## config.mk

```make
export PLATFORM = sky130hd
export DESIGN_NAME = hw_step_ctrl
export DESIGN_NICKNAME = d
export VERILOG_FILES = /design/src/rtl/hw_ctl_pkg.sv /design/src/rtl/hw_step_counter.sv /design/src/rtl/hw_step_decoder.sv /design/src/rtl/hw_op_decoder.sv /design/src/rtl/hw_ctl_encoder.sv /design/src/rtl/hw_step_ctrl.sv
export SDC_FILE = /design/constraint.sdc
export NUM_CORES = 1
export LEC_CHECK = 0
export BUFFER_PORTS_ARGS = -buffer_cell sky130_fd_sc_hd__buf_2
export CORE_AREA = 2 2 39 41
export CTS_CLUSTER_SIZE = 24
export DETAILED_ROUTE_END_ITERATION = 10
export DIE_AREA = 0 0 41 43
export GPL_TIMING_DRIVEN = 0
export PLACE_DENSITY_LB_ADDON = 0.3
export SYNTH_ARGS = -nofsm -noshare
export SYNTH_HDL_FRONTEND = slang
export SYNTH_SLANG_ARGS = --single-unit
```

## constraint.sdc

```tcl
create_clock -name clk -period 5.79 [get_ports clk]
set_input_delay 1.158 -clock clk [delete_from_list [all_inputs] [get_ports clk]]
set_output_delay 1.158 -clock clk [all_outputs]
set_load 0.01 [all_outputs]
```

## src/rtl/hw_ctl_pkg.sv

```systemverilog
package hw_ctl_pkg;

    localparam int OP_W = 4;

    typedef enum logic [OP_W-1:0] {
        OPC_ADD_IND  = 4'd1,
        OPC_ADD_AUTO = 4'd2,
        OPC_JMP      = 4'd3,
        OPC_JMP_NEG  = 4'd4
    } opc_e;

    typedef struct packed {
        logic add_ind;
        logic add_auto;
        logic jmp;
        logic jmp_neg;
        logic other;
    } opln_t;

    typedef struct packed {
        logic pc_out;
        logic pc_in;
        logic mar_in;
        logic mem_rd;
        logic mdr_out;
        logic mdr_ld_ext;
        logic ir_in;
        logic y_in;
        logic sel_four;
        logic alu_add;
        logic z_in;
        logic z_out;
        logic r1_out;
        logic r1_in;
        logic r3_out;
        logic r3_in;
        logic off_out;
        logic wmfc;
        logic step_end;
    } ctl_t;

    typedef enum logic [1:0] {
        ACT_CLEAR,
        ACT_HOLD,
        ACT_STEP
    } act_e;

endpackage

```

## src/rtl/hw_step_counter.sv

```systemverilog
module hw_step_counter
    import hw_ctl_pkg::*;
#(
    parameter int NSTEP = 8,
    localparam int CW = (NSTEP > 1) ? $clog2(NSTEP) : 1
) (
    input  logic          clk,
    input  logic          rst,
    input  logic          run,
    input  logic          done,
    input  logic          wait_req,
    input  logic          mfc,
    output logic [CW-1:0] cnt
);

    act_e act;

    // Priority: reset, run-low hold, End, memory wait, advance.
    always_comb begin
        if (rst)                     act = ACT_CLEAR;
        else if (!run)               act = ACT_HOLD;
        else if (done)               act = ACT_CLEAR;
        else if (wait_req && !mfc)   act = ACT_HOLD;
        else                         act = ACT_STEP;
    end

    always_ff @(posedge clk) begin
        unique case (act)
            ACT_CLEAR: cnt <= '0;
            ACT_HOLD:  cnt <= cnt;
            ACT_STEP:  cnt <= (cnt == CW'(NSTEP - 1)) ? '0 : cnt + 1'b1;
            default:   cnt <= '0;
        endcase
    end

endmodule

```

## src/rtl/hw_step_decoder.sv

```systemverilog
module hw_step_decoder #(
    parameter int NSTEP = 8,
    localparam int CW = (NSTEP > 1) ? $clog2(NSTEP) : 1
) (
    input  logic [CW-1:0]    cnt,
    output logic [NSTEP-1:0] t
);

    for (genvar k = 0; k < NSTEP; k++) begin : g_line
        assign t[k] = (cnt == CW'(k));
    end

endmodule

```

## src/rtl/hw_op_decoder.sv

```systemverilog
module hw_op_decoder
    import hw_ctl_pkg::*;
(
    input  logic [OP_W-1:0] op,
    output opln_t           lines
);

    always_comb begin
        lines = '0;
        unique case (op)
            OPC_ADD_IND:  lines.add_ind  = 1'b1;
            OPC_ADD_AUTO: lines.add_auto = 1'b1;
            OPC_JMP:      lines.jmp      = 1'b1;
            OPC_JMP_NEG:  lines.jmp_neg  = 1'b1;
            default:      lines.other    = 1'b1;
        endcase
    end

endmodule

```

## src/rtl/hw_ctl_encoder.sv

```systemverilog
module hw_ctl_encoder
    import hw_ctl_pkg::*;
#(
    parameter int NSTEP = 8
) (
    input  logic [NSTEP-1:0] t,
    input  opln_t            lines,
    input  logic             flag_n,
    output ctl_t             ctl
);

    logic ai, aa, jt4, jn4, j5, mem_op;

    always_comb begin
        ai     = lines.add_ind;
        aa     = lines.add_auto;
        // Flag is sampled in step 4 only; step 5 exists only on the taken path.
        jt4    = lines.jmp | (lines.jmp_neg & flag_n);
        jn4    = lines.jmp_neg & ~flag_n;
        j5     = lines.jmp | lines.jmp_neg;
        mem_op = ai | aa;

        ctl.pc_out     = t[0];
        ctl.pc_in      = t[1] | (t[4] & j5);
        ctl.mar_in     = t[0] | (t[3] & mem_op);
        ctl.mem_rd     = t[0] | (t[3] & mem_op);
        ctl.mdr_out    = t[2] | (t[5] & ai) | (t[6] & aa);
        ctl.mdr_ld_ext = t[1] | (t[4] & ai) | (t[5] & aa);
        ctl.wmfc       = t[1] | (t[4] & ai) | (t[5] & aa);
        ctl.ir_in      = t[2];
        ctl.y_in       = t[1] | (t[4] & ai) | (t[5] & aa);
        ctl.sel_four   = t[0] | (t[3] & aa);
        ctl.alu_add    = t[0] | (t[3] & (aa | jt4)) | (t[5] & ai) | (t[6] & aa);
        ctl.z_in       = t[0] | (t[3] & (aa | jt4)) | (t[5] & ai) | (t[6] & aa);
        ctl.z_out      = t[1] | (t[4] & (aa | j5)) | (t[6] & ai) | (t[7] & aa);
        ctl.r1_out     = (t[4] & ai) | (t[5] & aa);
        ctl.r1_in      = (t[6] & ai) | (t[7] & aa);
        ctl.r3_out     = t[3] & mem_op;
        ctl.r3_in      = t[4] & aa;
        ctl.off_out    = t[3] & jt4;
        ctl.step_end   = (t[6] & ai) | (t[7] & aa) | (t[4] & j5)
                       | (t[3] & (jn4 | lines.other));
    end

endmodule

```

## src/rtl/hw_step_ctrl.sv

```systemverilog
module hw_step_ctrl
    import hw_ctl_pkg::*;
#(
    parameter int NSTEP = 8,
    localparam int CW = (NSTEP > 1) ? $clog2(NSTEP) : 1
) (
    input  logic             clk,
    input  logic             rst,
    input  logic             run,
    input  logic [3:0]       op,
    input  logic             flag_n,
    input  logic             mfc,
    output logic [NSTEP-1:0] tstep,
    output logic             pc_out,
    output logic             pc_in,
    output logic             mar_in,
    output logic             mem_rd,
    output logic             mdr_out,
    output logic             mdr_ld_ext,
    output logic             ir_in,
    output logic             y_in,
    output logic             sel_four,
    output logic             alu_add,
    output logic             z_in,
    output logic             z_out,
    output logic             r1_out,
    output logic             r1_in,
    output logic             r3_out,
    output logic             r3_in,
    output logic             off_out,
    output logic             wmfc,
    output logic             step_end
);

    logic [CW-1:0] cnt;
    opln_t         lines;
    ctl_t          ctl;

    hw_step_counter #(.NSTEP(NSTEP)) u_cnt (
        .clk      (clk),
        .rst      (rst),
        .run      (run),
        .done     (ctl.step_end),
        .wait_req (ctl.wmfc),
        .mfc      (mfc),
        .cnt      (cnt)
    );

    hw_step_decoder #(.NSTEP(NSTEP)) u_sdec (
        .cnt (cnt),
        .t   (tstep)
    );

    hw_op_decoder u_odec (
        .op    (op),
        .lines (lines)
    );

    hw_ctl_encoder #(.NSTEP(NSTEP)) u_enc (
        .t      (tstep),
        .lines  (lines),
        .flag_n (flag_n),
        .ctl    (ctl)
    );

    assign pc_out     = ctl.pc_out;
    assign pc_in      = ctl.pc_in;
    assign mar_in     = ctl.mar_in;
    assign mem_rd     = ctl.mem_rd;
    assign mdr_out    = ctl.mdr_out;
    assign mdr_ld_ext = ctl.mdr_ld_ext;
    assign ir_in      = ctl.ir_in;
    assign y_in       = ctl.y_in;
    assign sel_four   = ctl.sel_four;
    assign alu_add    = ctl.alu_add;
    assign z_in       = ctl.z_in;
    assign z_out      = ctl.z_out;
    assign r1_out     = ctl.r1_out;
    assign r1_in      = ctl.r1_in;
    assign r3_out     = ctl.r3_out;
    assign r3_in      = ctl.r3_in;
    assign off_out    = ctl.off_out;
    assign wmfc       = ctl.wmfc;
    assign step_end   = ctl.step_end;

endmodule

```

Yosys cells after proc, flatten, opt, wreduce, memory -nomap -nowiden. Index checks and enable logic that the tools add are counted.

Bits in latches: 0. RAM bits: 0. Bits in read-only memories: 0. Flip-flop bits (word level): 3. Input bits: 9. Memories kept: 0. Logic and storage cells: 70.

Eq/ne operators: 13. Reductions and logical operators: 4. Mux-type cells: 11. Bitwise gates (word level): 40. $mul: 0. Divide/modulo/power cells: 0. Shift operators: 0. $lt $le $gt $ge: 0. $add $sub $neg: 1.

Operators with widths (number): bitwise OR 1 bit (23); bitwise AND 1 bit (16); == test 3 bit (second input constant) (4); == test 4 x 2 -> 1 bit (second input constant) (2); two-way mux 2 bit (4); == test 3 x 2 -> 1 bit (second input constant) (2); one-hot mux 3 bit (2 select lines) (1); two-way mux 1 bit (5); == test 4 x 1 -> 1 bit (second input constant) (1); == test 4 x 3 -> 1 bit (second input constant) (1); OR reduction 4 bit (1); adder 3 x 1 -> 3 bit (second input constant) (1); == test 3 x 1 -> 1 bit (second input constant) (1); zero test 3 bit (1); two-way mux 3 bit (1); == test 2 x 1 -> 1 bit (second input constant) (1); == test 2 bit (second input constant) (1); logical AND 1 bit (1); zero test 1 bit (1); NOT 1 bit (1).

Depth between registers and ports, before layout. Gate-level depths: netlist of the first run.

Depth after elaboration: 12. Gate-level depth with buffers: 6. Mapped depth without buffers: 6.

By module. Synthesis of the first run repeated with hierarchy kept, for this count alone.

Cells, all modules: 54. Area, all modules: 488.0 µm².

Modules (own cells, without submodules): hw_step_counter (cells an instance 14, area an instance 187.7 µm², seq. area each 90.1 µm², instances 1); hw_ctl_encoder (cells an instance 25, area an instance 167.7 µm², seq. area each 0.0 µm², instances 1); hw_op_decoder (cells an instance 7, area an instance 67.6 µm², seq. area each 0.0 µm², instances 1); hw_step_decoder (cells an instance 8, area an instance 65.1 µm², seq. area each 0.0 µm², instances 1).

Worst setup path after synthesis of the first run. Ideal clock, no wire load.

Path kind: input-to-output. From: input op[0]. To: output mem_rd. Buffers on the path: 1. Path slack: 2384 ps. Required time: 4632 ps. Stages: 5. Arrival: 2248 ps. Path through: nor4b_2 -> nor2_1 -> nor2_1 -> or2_2 -> buf_4.

Cells in the longest elaborated chain, start to end: 5.

RTL lines: start: declaration (RTL line hw_step_ctrl.sv:10) `input logic [3:0] op,`; == test 4 x 1 -> 1 bit or == test 4 x 2 -> 1 bit (tied branches) (RTL line hw_op_decoder.sv:10) `unique case (op)`; two-way mux 1 bit (RTL line hw_op_decoder.sv:10); bitwise OR 1 bit (*) (RTL line hw_ctl_encoder.sv:21) `mem_op = ai | aa;`; bitwise AND 1 bit (*); net r3_out (RTL line hw_step_ctrl.sv:28) `output logic r3_out,`; bitwise OR 1 bit (*) (RTL line hw_ctl_encoder.sv:26) `ctl.mem_rd = t[0] | (t[3] & mem_op);`; end: declaration (RTL line hw_step_ctrl.sv:17) `output logic mem_rd,`.

The timed path passes the listed nets; every way through them passes the cells marked *.

Final worst setup path of the first run.
From: input op[0]. To: output z_in.

Cells in the longest elaborated chain, start to end: 9.

RTL lines: == test 4 x 3 -> 1 bit (RTL line hw_op_decoder.sv:10); two-way mux 1 bit (RTL line hw_op_decoder.sv:10); bitwise AND 1 bit (RTL line hw_ctl_encoder.sv:18) `jt4 = lines.jmp | (lines.jmp_neg & flag_n);`; bitwise OR 1 bit (RTL line hw_ctl_encoder.sv:18); bitwise OR 1 bit (RTL line hw_ctl_encoder.sv:34) `ctl.z_in = t[0] | (t[3] & (aa | jt4)) | (t[5] & ai) | (t[6] & aa);`; bitwise AND 1 bit (RTL line hw_ctl_encoder.sv:34); bitwise OR 1 bit (2 in series) (RTL line hw_ctl_encoder.sv:34); bitwise OR 1 bit (*) (RTL line hw_ctl_encoder.sv:34); end: declaration (RTL line hw_step_ctrl.sv:24) `output logic z_in,`.

Mark *: on every way between the ends. The rest lies on a longest branch, timed or not.

==> results of run 1 <==
==> per-stage QoR <==
stage	total power [mW]	hold WS [ns]	area [sq um]	cells
after global placement	0.09890	0.6262	728.2	114
after floorplan	0.07371	0.5996	533.0	63
after CTS	0.1379	0.6635	754.5	118
after global routing	0.1482	0.6869	754.5	118
final	0.1362	0.6633	754.5	118
after detailed placement	0.1010	0.6588	728.2	114
==> kinds of logic after synthesis <==
family | Yosys count
fa+ha+maj | 6
compound gates | 13
buf+inv | 13
flops | 3
simple gates | 28
==> cells in the final DEF, fill, tap and decap left out <==
master	synthesis	final
a22oi_2	1	1
or3b_2	1	1
nor2_1	2	2
or3b_1	2	2
or2_2	1	1
o21bai_1	1	1
nand4bb_1	1	1
o21ai_1	1	1
nor4b_1	1	1
ha_1	6	6
o22a_1	1	1
and2_1	3	3
clkbuf_4	0	3
nor4b_2	2	2
clkbuf_1	0	1
buf_4	6	6
or2b_1	1	1
o2111ai_2	1	1
nand2b_1	2	2
buf_2	0	35
nor2b_1	4	4
a21o_1	2	2
nand3_1	1	1
edfxtp_1	3	3
inv_1	7	7
a211oi_1	1	1
a211o_1	1	1
nand3b_1	1	1
a22oi_1	1	1
a21oi_1	2	2
nor4_1	2	2
o21ai_0	1	1
nand2_1	4	4
==> where the power goes <==
group | switching, mW | total, mW | internal (mW)
clock | 0.0102 | 0.0360 | 0.0258
sequential | 0.00315 | 0.0303 | 0.0271
combinational | 0.0356 | 0.0700 | 0.0344
==> layer usage <==
layer | vias to the layer above | routed length [um]
met4 | 0 | 14
met2 | 22 | 627
met5 | - | 0
met3 | 2 | 72
li1 | 299 | -
met1 | 262 | 592
==> worst register-to-register path: stages (launching register included) <==
cell	delay, ns
edfxtp_1	0.43
ha_1	0.25
ha_1	0.23
a22oi_2	0.24
o2111ai_2	0.18
nor4_1	0.31
==> cell type report <==
class | instances | area share
timing repair buffer | 35 | 0.2322
tap | 16 | 0.02653
buffer | 6 | 0.05970
clock buffer | 4 | 0.03483
inverter | 7 | 0.03483
sequential | 3 | 0.1194
multi-input combinational | 47 | 0.4925
==> worst paths after layout <==
check	slack, ns	cells after the start	end	from
hold reg to reg	0.66	1	u_cnt.cnt[0]	u_cnt.cnt[0]
setup / recovery	2.06	6	z_in	op[0]
setup reg to reg	3.93	5	u_cnt.cnt[0]	u_cnt.cnt[0]
hold / removal	0.66	1	u_cnt.cnt[0]	u_cnt.cnt[0]
==> flow_summary.yaml, run 1 <==
outcome:
  status: "finished, final reports clean"
global_routing:
  grt_use_total: 0.1615
  busiest_layer: "met2"
  met3_usage: 0.01571
  grt_pass1_vias: 476
  gr-usage-met2: 0.2719
  grt_max_degree: 10
  gr-total-overflow: 0
  grt_pass1_wl_um: 2056
  antenna_found_initial: 0
  grt_use_met1: 0.2092
worst_setup_path:
  cpPeakStageDelay_ns: 0.62
  cpMostUsedCell: "buf_2"
  worst_ep_arrival_time_ns: 2.57
  critical-path-top-delay-family: "simple AND/OR/NAND/NOR gates"
  cp-start-kind: "input pin"
  path_class: "input pin to primary output"
  worstSetupEndpointType: "primary output"
  critPathBufInv: 3
  critPathMaxFanout: 7
  slowest_stage: "nor4b_2"
  critPathRequiredTime_ns: 4.63
  worstPathCellList: "buf_2 > nor4b_2 > a22oi_1 > or3b_2 > buf_4 > buf_2"
timing:
  worst_pin_slew_ns: 0.6469
  min_period_ns: 3.728
  finalCritPeriodShare: 0.6438
  slew_viol_final: 0
  grt_setup_unrepaired: "no"
  final.setup.tns_ns: 0
  skew_ns: 0.002602
  final-hold-violation-count: 0
  slew_headroom: 0.5676
  fmax_mhz: 268.3
  layout_setup_ws_ns: 2.062
  setup_violations: 0
power_and_ir_drop:
  p_leak_nw: 0.4373
  power_density_mw_per_mm2: 180.5
  vdd_ir_drop_max_mv: 0.1644
final_layout:
  regMostFlops: "u_cnt.cnt"
  largest_reg_flops: 3
  syn2layout_area_growth_pct: 41.55
  fin_util: 0.5452
  antennaDiodeCount: 0
  nFillCells: 133
  seq_area_sq_um: 90.09
  reg_top3: "u_cnt.cnt: 3 flops"
  multi_input_area_sq_um: 371.6
  nNetsFinal: 118
  drive_above_1_share: 0.4902
clock_network:
  path_clk_slew_ns: 0.03
  cts-buffers-inserted: 3
  insertion_delay_ns: 0.23
  cts_setup_buffers: 0
  cts-root-buf: "clkbuf_4"
  cts_resized: 0
  htreeDepth: 1
  postCtsHoldBufs: 0
  clock-sinks: 3
  tritoncts: "built"
  clk_path_buf_depth: 2
routing:
  wl_per_cell_um: 11.07
  vias_per_cell: 4.958
  vias: 585
  postRouteWirelength_um: 1306
  drtIter0Drc: 10
  drt-pass1-iter-count: 4
  drc: 0
  ant_nets: 0
die:
  fp-row-count: 14
  die-area_sq_mm: 0.001763
  start_util: 0.3852
  ios: 36
  core_sq_mm: 0.001384
  die_x_um: 41
  dieHeight_um: 43
synth:
  synth_top_family_by_area: "simple AND/OR/NAND/NOR gates"
  synth_top_area_frac: 0.1690
  synth_mux_area_frac: 0
  synth_area_per_cell_sq_um: 8.460
  yosysMostFrequentCell: "inv_1"
  synth_fa_ha_area_frac: 0.1408
  synthArstFlopShare: 0
  synthCells: 63
  ys_ff_latch: 3
  yosys.area_share.simple: 0.3638
  synth_edf_count: 3
  synthXorXnorAreaFrac: 0
  yosysUniqueCellTypes: 30
  synth_commonest_cells: "inv_1 (7), buf_4 (6), ha_1 (6)"
  synth_area_leaders: "edfxtp_1 (17%), ha_1 (14%), buf_4 (8.5%), nor4b_2 (5.6%), inv_1 (4.9%)"
  ys_warn_count: 0
  synth_nets: 78
  yosysTopAreaCell: "edfxtp_1"
  ys_seq_area_frac: 0.1690
  netlist_area_sq_um: 533.0
  synth-compound-area-share: 0.1925
  synthFlopType: "edfxtp_1"
placed_design:
  dp_slack_ns: 2.080
  gp_congestion: 0.8597
  port_buffers: 35
  hpwl_um: 1092
run:
  maxCapViolations: 0
worst_hold_path:
  worstHoldPathType: "flip-flop to flip-flop"
(Power assumes the default switching activity.)
==> run 2: changes to the inputs <==
Settings changed: ABC_AREA from default to 1, CORE_AREA 2 2 39 41 to default, CORE_MARGIN from default to 2, CORE_UTILIZATION from default to 42, DIE_AREA 0 0 41 43 to default.
Clock period 5.79 ns to 3.5 ns, I/O delays scaled along.
==> run 2 against run 1 <==
- global-route usage grew 1.2 points
- sequential power grew 60%
- clock power grew 78%
- hold slack lost 0.022 ns
- first-iteration DRC count shrank 30%
- register-to-register slack lost 2.3 ns
- design area grew 8.3%
- largest cell class unchanged
- critical endpoint unchanged
==> flow_summary.yaml, run 2 <==
clock_network:
  clk_path_buf_depth: 2
  cts_setup_buffers: 0
  insertion_delay_ns: 0.24
  path_clk_slew_ns: 0.03
  tritoncts: "built"
  clock-sinks: 3
  cts-root-buf: "clkbuf_4"
  cts-buffers-inserted: 3
  htreeDepth: 1
  cts_resized: 0
  postCtsHoldBufs: 0
timing:
  slew_viol_final: 0
  skew_ns: 0.005475
  finalCritPeriodShare: 0.7143
  final-hold-violation-count: 0
  final.setup.tns_ns: 0
  worst_pin_slew_ns: 0.1963
  slew_headroom: 0.8690
  setup_violations: 0
  min_period_ns: 2.500
  grt_setup_unrepaired: "no"
  fmax_mhz: 400.0
synth:
  yosysUniqueCellTypes: 17
  synth_area_per_cell_sq_um: 6.706
  netlist_area_sq_um: 596.8
  yosysMostFrequentCell: "nand2_1"
  synthCells: 89
  synthArstFlopShare: 0
  synth_nets: 104
  synth_commonest_cells: "nand2_1 (19), inv_1 (15), nor2_1 (7), nor2_2 (7)"
  ys_ff_latch: 3
  synth_area_leaders: "edfxtp_1 (15%), ha_1 (13%), nand2_1 (12%), inv_1 (9.4%), buf_4 (7.5%)"
  synth_edf_count: 3
  ys_warn_count: 0
  yosysTopAreaCell: "edfxtp_1"
  synthFlopType: "edfxtp_1"
  synth_top_area_frac: 0.1509
  ys_seq_area_frac: 0.1509
placed_design:
  hpwl_um: 1210
  placed_area_sq_um: 790.8
  port_buffers: 35
  gp_congestion: 0.7550
worst_setup_path:
  worst_ep_arrival_time_ns: 1.80
  cp-start-kind: "flip-flop"
  cpPeakStageDelay_ns: 0.44
  path_class: "flip-flop to primary output"
  critPathRequiredTime_ns: 2.80
  worstPathCellList: "ha_1 > ha_1 > inv_1 > o22ai_1 > nor2_1 > nand2_1 > buf_4 > buf_2"
  critPathMaxFanout: 4
  critPathBufInv: 3
  worstSetupEndpointType: "primary output"
  r2r-start: "u_cnt.cnt[0]"
  critical-path-top-delay-family: "adder cells"
  rr_worst_depth: 8
  cpMostUsedCell: "ha_1"
  r2r-end: "u_cnt.cnt[0]"
  slowest_stage: "edfxtp_1"
  r2r_slack_ns: 1.67
worst_hold_path:
  hold-path-endpoint: "u_cnt.cnt[0]"
  worstHoldPathType: "flip-flop to flip-flop"
  worstHoldPathCells: 1
  worstHoldStart: "u_cnt.cnt[0]"
die:
  core_sq_mm: 0.001318
  fp-row-count: 13
  dieHeight_um: 41.70
  ios: 36
  die-area_sq_mm: 0.001738
  die_x_um: 41.70
  start_util: 0.4530
final_layout:
  reg_top3: "u_cnt.cnt: 3 flops"
  drive_above_1_share: 0.5391
  regMostFlops: "u_cnt.cnt"
  largest_reg_flops: 3
  final_cell_mix: "buf_2 (35), nand2_1 (19), inv_1 (15)"
  layout_commonest_cell: "buf_2"
  syn2layout_area_growth_pct: 36.90
  antennaDiodeCount: 0
  nNetsFinal: 144
  fin_area_sq_um: 817.0
routing:
  drt-pass1-iter-count: 2
  drc: 0
  vias: 644
  vias_per_cell: 4.503
  drtIter0Drc: 7
  wl_per_cell_um: 9.503
  postRouteWirelength_um: 1359
  ant_nets: 0
run:
  maxCapViolations: 0
global_routing:
  grt_use_total: 0.1736
  gr-total-overflow: 0
  antenna_found_initial: 0
  grt_pass1_vias: 595
  grt_pass1_wl_um: 2311
  grt_max_degree: 10
power_and_ir_drop:
  power_density_mw_per_mm2: 299.3
  power.total_mw: 0.2445
  vdd_ir_drop_max_mv: 0.2537
  p_leak_nw: 0.5262
outcome:
  status: "finished, final reports clean"
-- run 2: changes by cell type in the layout (fill, tap and decap cells not counted), moves of 3 or more --
cell     change
and2_1       -3
inv_1        +8
inv_2        +4
nand2_1     +15
nand2_2      +5
nor2_1       +5
nor2_2       +7
nor2b_1      -4
nor3_2       +3
o21ai_0      +3
-- run 2: cells by family (layout without fill, tap and decap cells) --
family / Yosys count / count (layout) / share of synthesized area
AND/OR/NAND/NOR: 48 / 48 / 0.4549
buffers and inverters: 26 / 65 / 0.2138
adder cells (fa/ha/maj): 6 / 6 / 0.1258
AO/OA/AOI/OAI: 6 / 6 / 0.05451
flip-flops: 3 / 3 / 0.1509
-- run 2: report_power, final --
part	internal [mW]	total [mW]	switching, mW
sequential	0.0448	0.0486	0.00381
combinational	0.0589	0.132	0.0730
clock	0.0429	0.0640	0.0211
-- run 2: worst register-to-register path: cells and delay by family (launching register included) --
family	cells	cell delay (ns)
AND/OR/NAND/NOR	6	0.62
adder cells (fa/ha/maj)	2	0.48
flip-flops	1	0.44
-- run 2: how the worst max path moves through the flow --
stage,startpoint,endpoint,slack [ns],depth (start not counted)
after global routing,u_cnt.cnt[0],z_in,0.90,8
final,u_cnt.cnt[0],z_in,1.00,8
after detailed placement,op[2],z_in,1.07,10
after CTS,u_cnt.cnt[0],z_in,0.99,8
after floorplan,op[2],z_in,1.19,8
after global placement,op[2],z_in,1.09,10
-- run 2: routing by layer --
| metal | share of wire | vias to the layer above | GRT usage |
|---|---|---|---|
| met3 | 0.053 | 5 | 0.02609 |
| met5 | 0 | - | 0 |
| li1 | - | 340 | - |
| met4 | 0.024 | 0 | 0.09677 |
| met1 | 0.43 | 273 | 0.1857 |
| met2 | 0.49 | 26 | 0.3188 |
-- run 2: cell type report --
cell class                 instances  area, sq um
fill                             133        500.5
multi-input combinational         60        379.1
timing repair buffer              35        175.2
sequential                         3        90.09
inverter                          19        71.32
buffer                             7        56.30
clock buffer                       4        26.28
tap                               15        18.77
-- run 2: stage by stage --
stage / utilization / cells / setup WS [ns] / hold WS (ns)
after floorplan: - / 89 / 1.186 / 0.6031
after global placement: 0.6002 / 139 / 1.092 / 0.6301
after detailed placement: 0.6002 / 139 / 1.069 / 0.6327
after CTS: 0.6201 / 143 / 0.9906 / 0.6418
after global routing: 0.6201 / 143 / 0.8982 / 0.6486
final: 0.6201 / 143 / 1.000 / 0.6414
